<file path="src/rtl/bscan_pkg.sv">
package bscan_pkg;

   localparam int MAX_CELLS = 256;

   typedef logic [MAX_CELLS-1:0] cell_mask_t;

   // Mask with a control cell at every STRIDE-th position below LEN
   function automatic cell_mask_t stride_mask(input int len, input int stride);
      cell_mask_t m;
      m = '0;
      for (int j = 0; j < MAX_CELLS; j++) begin
         if (j < len && (j % stride) == 0) m[j] = 1'b1;
      end
      return m;
   endfunction

   // Number of control cells strictly below position idx
   function automatic int ctrl_before(input cell_mask_t m, input int idx);
      int n;
      n = 0;
      for (int j = 0; j < MAX_CELLS; j++) begin
         if (j < idx && m[j]) n++;
      end
      return n;
   endfunction

endpackage

</file>
<file path="src/rtl/bscan_ctrl_cell.sv">
module bscan_ctrl_cell (
   input  logic clk,
   input  logic rst_n,
   input  logic cap_en,
   input  logic sh_en,
   input  logic upd_en,
   input  logic extest,
   input  logic ser_in,
   input  logic core_oe_n,
   output logic ser_out,
   output logic lat_oe_n
);

   logic sr_q;
   logic upd_q;
   logic cap_val;

   // Captured value is the enable presently in force
   always_comb begin
      cap_val = extest ? upd_q : core_oe_n;
   end

   always_ff @(posedge clk or negedge rst_n) begin
      if (!rst_n)      sr_q <= 1'b0;
      else if (cap_en) sr_q <= cap_val;
      else if (sh_en)  sr_q <= ser_in;
   end

   // Reset leaves the group disabled
   always_ff @(posedge clk or negedge rst_n) begin
      if (!rst_n)      upd_q <= 1'b1;
      else if (upd_en) upd_q <= sr_q;
   end

   assign ser_out  = sr_q;
   assign lat_oe_n = upd_q;

   AST_CTRL_SHIFT_MOVES: assert property (@(posedge clk) disable iff (!rst_n)
      sh_en && !cap_en |=> sr_q == $past(ser_in));
   AST_CTRL_UPD_HOLDS: assert property (@(posedge clk) disable iff (!rst_n)
      !upd_en |=> $stable(upd_q));
   AST_CTRL_IDLE_HOLDS: assert property (@(posedge clk) disable iff (!rst_n)
      !(sh_en || cap_en) |=> $stable(sr_q));

endmodule

</file>
<file path="src/rtl/bscan_pin_cell.sv">
module bscan_pin_cell (
   input  logic clk,
   input  logic rst_n,
   input  logic cap_en,
   input  logic sh_en,
   input  logic upd_en,
   input  logic extest,
   input  logic ser_in,
   input  logic core_out,
   input  logic grp_core_oe_n,
   input  logic grp_lat_oe_n,
   input  logic pad_in,
   output logic ser_out,
   output logic pad_out,
   output logic pad_oe_n
);

   logic sr_q;
   logic upd_q;
   logic drive_val;
   logic eff_oe_n;
   logic cap_val;

   always_comb begin
      eff_oe_n  = extest ? grp_lat_oe_n : grp_core_oe_n;
      drive_val = extest ? upd_q : core_out;
      // Driving: read back the outgoing value; floating: read the pad
      cap_val   = eff_oe_n ? pad_in : drive_val;
   end

   always_ff @(posedge clk or negedge rst_n) begin
      if (!rst_n)      sr_q <= 1'b0;
      else if (cap_en) sr_q <= cap_val;
      else if (sh_en)  sr_q <= ser_in;
   end

   always_ff @(posedge clk or negedge rst_n) begin
      if (!rst_n)      upd_q <= 1'b0;
      else if (upd_en) upd_q <= sr_q;
   end

   assign ser_out  = sr_q;
   assign pad_out  = drive_val;
   assign pad_oe_n = eff_oe_n;

   AST_PIN_SHIFT_MOVES: assert property (@(posedge clk) disable iff (!rst_n)
      sh_en && !cap_en |=> sr_q == $past(ser_in));
   AST_PIN_UPD_HOLDS: assert property (@(posedge clk) disable iff (!rst_n)
      !upd_en |=> $stable(upd_q));
   AST_PIN_IDLE_HOLDS: assert property (@(posedge clk) disable iff (!rst_n)
      !(sh_en || cap_en) |=> $stable(sr_q));

endmodule

</file>
<file path="src/rtl/bscan_chain.sv">
module bscan_chain #(
   parameter int                    CHAIN_LEN = 173,
   parameter bscan_pkg::cell_mask_t CTRL_MASK = bscan_pkg::stride_mask(CHAIN_LEN, 9),
   // Derived; leave at default
   parameter int                    NUM_CTRL  = bscan_pkg::ctrl_before(CTRL_MASK, CHAIN_LEN),
   parameter int                    NUM_PINS  = CHAIN_LEN - NUM_CTRL
) (
   input  logic                tck,
   input  logic                trst_n,
   input  logic                tdi,
   output logic                tdo,
   input  logic                capture_dr,
   input  logic                shift_dr,
   input  logic                update_dr,
   input  logic                sel_sample,
   input  logic                sel_extest,
   input  logic [NUM_PINS-1:0] core_out,
   input  logic [NUM_CTRL-1:0] core_oe_n,
   input  logic [NUM_PINS-1:0] pad_in,
   output logic [NUM_PINS-1:0] pad_out,
   output logic [NUM_PINS-1:0] pad_oe_n
);

   localparam int CTRL_SEEN = bscan_pkg::ctrl_before(CTRL_MASK, CHAIN_LEN);

   if (CHAIN_LEN < 2 || CHAIN_LEN > bscan_pkg::MAX_CELLS) begin : g_bad_len
      $error("CHAIN_LEN out of range");
   end
   if (NUM_CTRL != CTRL_SEEN || NUM_PINS != CHAIN_LEN - CTRL_SEEN) begin : g_bad_count
      $error("NUM_CTRL/NUM_PINS must not be overridden");
   end
   if (NUM_CTRL < 1 || NUM_PINS < 1) begin : g_bad_mix
      $error("chain needs at least one control and one pin cell");
   end

   logic                active;
   logic                cap_en;
   logic                sh_en;
   logic                upd_en;
   logic [CHAIN_LEN:0]  ser;
   logic [NUM_CTRL-1:0] grp_lat_oe_n;

   always_comb begin
      active = sel_sample | sel_extest;
      cap_en = active & capture_dr;
      sh_en  = active & shift_dr & ~capture_dr;
      upd_en = active & update_dr;
   end

   assign ser[0] = tdi;
   assign tdo    = ser[CHAIN_LEN];

   for (genvar i = 0; i < CHAIN_LEN; i++) begin : g_cell
      localparam int CBELOW = bscan_pkg::ctrl_before(CTRL_MASK, i);
      if (CTRL_MASK[i]) begin : g_ctrl
         bscan_ctrl_cell u_cell (
            .clk       (tck),
            .rst_n     (trst_n),
            .cap_en    (cap_en),
            .sh_en     (sh_en),
            .upd_en    (upd_en),
            .extest    (sel_extest),
            .ser_in    (ser[i]),
            .core_oe_n (core_oe_n[CBELOW]),
            .ser_out   (ser[i+1]),
            .lat_oe_n  (grp_lat_oe_n[CBELOW])
         );
      end else begin : g_pin
         localparam int PIDX = i - CBELOW;
         logic grp_core;
         logic grp_lat;
         if (CBELOW == 0) begin : g_free
            assign grp_core = 1'b1;
            assign grp_lat  = 1'b1;
         end else begin : g_owned
            assign grp_core = core_oe_n[CBELOW-1];
            assign grp_lat  = grp_lat_oe_n[CBELOW-1];
         end
         bscan_pin_cell u_cell (
            .clk           (tck),
            .rst_n         (trst_n),
            .cap_en        (cap_en),
            .sh_en         (sh_en),
            .upd_en        (upd_en),
            .extest        (sel_extest),
            .ser_in        (ser[i]),
            .core_out      (core_out[PIDX]),
            .grp_core_oe_n (grp_core),
            .grp_lat_oe_n  (grp_lat),
            .pad_in        (pad_in[PIDX]),
            .ser_out       (ser[i+1]),
            .pad_out       (pad_out[PIDX]),
            .pad_oe_n      (pad_oe_n[PIDX])
         );
      end
   end

   AST_ONE_INSTR: assert property (@(posedge tck) disable iff (!trst_n)
      !(sel_sample && sel_extest));
   AST_TDO_FOLLOWS_CHAIN: assert property (@(posedge tck) disable iff (!trst_n)
      sh_en |=> tdo == $past(ser[CHAIN_LEN-1]));

endmodule

</file>
<file path="config.mk">
export PLATFORM = sky130hd
export DESIGN_NAME = bscan_chain
export DESIGN_NICKNAME = d
export VERILOG_FILES = /design/src/rtl/bscan_pkg.sv /design/src/rtl/bscan_ctrl_cell.sv /design/src/rtl/bscan_pin_cell.sv /design/src/rtl/bscan_chain.sv
export SDC_FILE = /design/constraint.sdc
export NUM_CORES = 1
export LEC_CHECK = 0
export ABC_AREA = 1
export BUFFER_PORTS_ARGS = -buffer_cell sky130_fd_sc_hd__buf_2
export CAP_MARGIN = 20
export CORE_MARGIN = 1
export CORE_UTILIZATION = 30
export DETAILED_ROUTE_END_ITERATION = 16
export HOLD_SLACK_MARGIN = 0.03
export MAX_ROUTING_LAYER = met4
export PLACE_DENSITY = 0.49
export SLEW_MARGIN = 20
export SYNTH_ARGS = -nofsm -noshare
export SYNTH_HDL_FRONTEND = slang
export SYNTH_HIERARCHICAL = 1
export SYNTH_SLANG_ARGS = --single-unit
</file>
<file path="constraint.sdc">
create_clock -name tck -period 1.75 [get_ports tck]
set_clock_uncertainty 0.15 [all_clocks]
set_input_delay 0.0875 -clock tck [delete_from_list [all_inputs] [get_ports tck]]
set_output_delay 0.0875 -clock tck [all_outputs]
set_load 0.03 [all_outputs]
</file>
==> flow_summary.ini <==
[worst_setup_path]
startpoint_type = flip-flop
critical_path_peak_fanout = 3
cp_slowest_stage_delay_ns = 0.65
worstPathCellList = buf_12 > inv_1 > nand2_1 > nand2_2 > inv_2 > buf_6
arrival_ns = 1.72
criticalPathCategory = reg2out
cp.required_ns = 1.51
cp-end-kind = primary output
critPathSlowestCell = dfstp_4

[detailed_routing]
wire_per_inst_um = 13.6
antenna_left = 0
wl_um = 94600
num_vias = 29558
drt_iter0_drc = 1224
drc = 0
vias_per_cell = 4.27
first_pass_iters = 5

[placement]
numPortBuffers = 640
dpl.cell_count = 6159
dp_hpwl_um = 63200
gp_congestion = 0.845

[layout]
drive_above_1_share_pct = 36.5
final_common_cell = inv_1
finalNetCount = 6145
final_cell_mix = inv_1 (1087), nand2_1 (1033), buf_2 (480)
area_growth_pct = 62.8
final_cells = 6930

[synthesis]
yosys.area_share.adder_pct = 0
synth-simple-area-share_pct = 36.7
synth_xor_xnor_area_share_pct = 0
synth_top_family_by_area = simple AND/OR/NAND/NOR gates
muxShareOfSynthArea_pct = 0
yosysWarningCount = 6
syn_avg_cell_area_um2 = 5.82
synth_cell_types = 10
syn-cell-area_mm2 = 0.0253
synth-seq-cells = 346
syn_inst = 4345
synth_compound_area_share_pct = 6.45
syn-num-nets = 4679
ys_seq_area_share_pct = 34.3

[global_routing]
grt_first_pass_wirelength_um = 148000
grt_max_degree = 90
grt_usage_pct = 22.0
grt_pass1_vias = 29309
grt_overflow = 0
antenna_found_initial = 6

[clock_network]
path_clk_slew_ns = 0.06
cts_buffers = 43
h-tree-depth = 2
clk-insertion-delay-late_ns = 0.56
clock_sinks = 346
tritoncts = yes
clock_path_buffers = 3
cts-root-buf = clkbuf_16

[floorplanning]
die_w_um = 292
die-area_mm2 = 0.0855
fp.coreArea_mm2 = 0.0836
rows = 106
io_pins = 641
start_util_pct = 30.3
die_h_um = 292

[sta]
fmax_mhz = 510
fin_ws_ns = -0.210
setup_viol = 152
rsz0062_at_grt = yes
min_period_ns = 1.96
max-slew-margin-rel_pct = 67.3
hold_viol_final = 0
slew_viol_final = 0
holdWs_ns = 0.0385
worstMarginPinSlew_ns = 0.491
fin_crit_sh_pct = 112

[power_and_ir_drop]
power_density_mw_per_mm2 = 837
power_mw = 34.5
ir_drop_v = 0.000561
p_leak_nw = 24.5

[min_path]
hold_class = in2reg

[outcome]
violations = negative setup slack
status = finished with violations

[job]
drv_cap = 0
==> logic make-up after synthesis <==
kind of cell           after synthesis
AOI/OAI and AO/OA                  326
DFF                                346
and+or+nand+nor                   2154
buffers and inverters             1519
==> worst max-delay path: cells and delay by family (launching register included) <==
kind / cells / cell delay (ns)
buffers and inverters: 4 / 0.36
DFF: 1 / 0.65
and+or+nand+nor: 2 / 0.16
==> registers in the layout (all words and copies together) (netlist names) <==
name	flops
g_cell.g_ctrl.u_cell/lat_oe_n	20
g_cell.g_pin.u_cell/upd_q	153
g_cell.g_pin.u_cell/ser_out	153
g_cell.g_ctrl.u_cell/ser_out	20
==> cell usage after synthesis (all sizes together) <==
cell type / n / area (µm²)
dfstp: 20 / 526
o21ai: 326 / 1630
inv: 1519 / 5700
nand2: 1498 / 6390
dfrtp: 326 / 8160
nor2: 310 / 1170
nand3: 346 / 1730
==> power breakdown <==
| part | leakage [nW] | total, mW | internal (mW) | switching, mW |
|---|---|---|---|---|
| Sequential | 4.16 | 10.5 | 9.59 | 0.926 |
| Clock | 0.708 | 9.11 | 5.48 | 3.63 |
| Combinational | 19.6 | 14.9 | 6.23 | 8.65 |
| Total | 24.5 | 34.5 | 21.3 | 13.2 |
==> stage by stage <==
| stage | util, % | worst slack [ns] | instance area, µm² | setup TNS (ns) |
|---|---|---|---|---|
| finish | 49.3 | -0.210 | 41200 | -12.60 |
| global route | 49.3 | -0.299 | 41200 | -25.32 |
| CTS | 47.9 | -0.259 | 40000 | -17.65 |
| detailed placement | 37.3 | 0.141 | 31100 | 0 |
| global placement | 37.3 | 0.144 | 31100 | 0 |
| floorplan | - | -2.63 | 25400 | -818.53 |
==> worst paths after layout <==
check / start / end / slack, ns / cells after the start
min in group asynchronous: trst_n / g_cell[63].g_ctrl.u_cell/lat_oe_n / 0.59 / 3
hold reg to reg: g_cell[26].g_pin.u_cell/ser_out / g_cell[26].g_pin.u_cell/upd_q / 0.35 / 2
hold / removal: sel_extest / g_cell[117].g_ctrl.u_cell/ser_out / 0.04 / 6
setup / recovery: g_cell[36].g_ctrl.u_cell/lat_oe_n / pad_oe_n[37] / -0.21 / 6
max in group asynchronous: trst_n / g_cell[117].g_ctrl.u_cell/lat_oe_n / 0.34 / 4
setup reg to reg: g_cell[45].g_ctrl.u_cell/lat_oe_n / g_cell[51].g_pin.u_cell/ser_out / 0.02 / 12
==> layout make-up <==
type,instances,area (µm²)
inverter,1519,5820
tap,1080,1350
clock inverter,13,144
antenna,6,15.0
clock buffer,65,1280
fill,8322,42400
timing repair buffer,1421,11900
multi-input combinational,2480,12000
sequential,346,8690
==> per-layer routing <==
layer  vias up  global-route usage, %  share of wire, %
li1      15306                      -                 -
met1     13453                   26.5                44
met2       600                   38.0                50
met3       199                   2.80               3.4
met4         0                   6.77               2.9
met5         -                      -                 0
==> timing repair <==
action / 4_1_cts / 5_1_grt
hold endpoints to repair: 519 / 0
setup buffers: 327 / 74
endpoints found under the setup margin: 153 / 216
pin swaps: 98 / 127
resized for setup: 744 / 297
hold buffers: 344 / 0
Power figures use the tool's default switching activity.
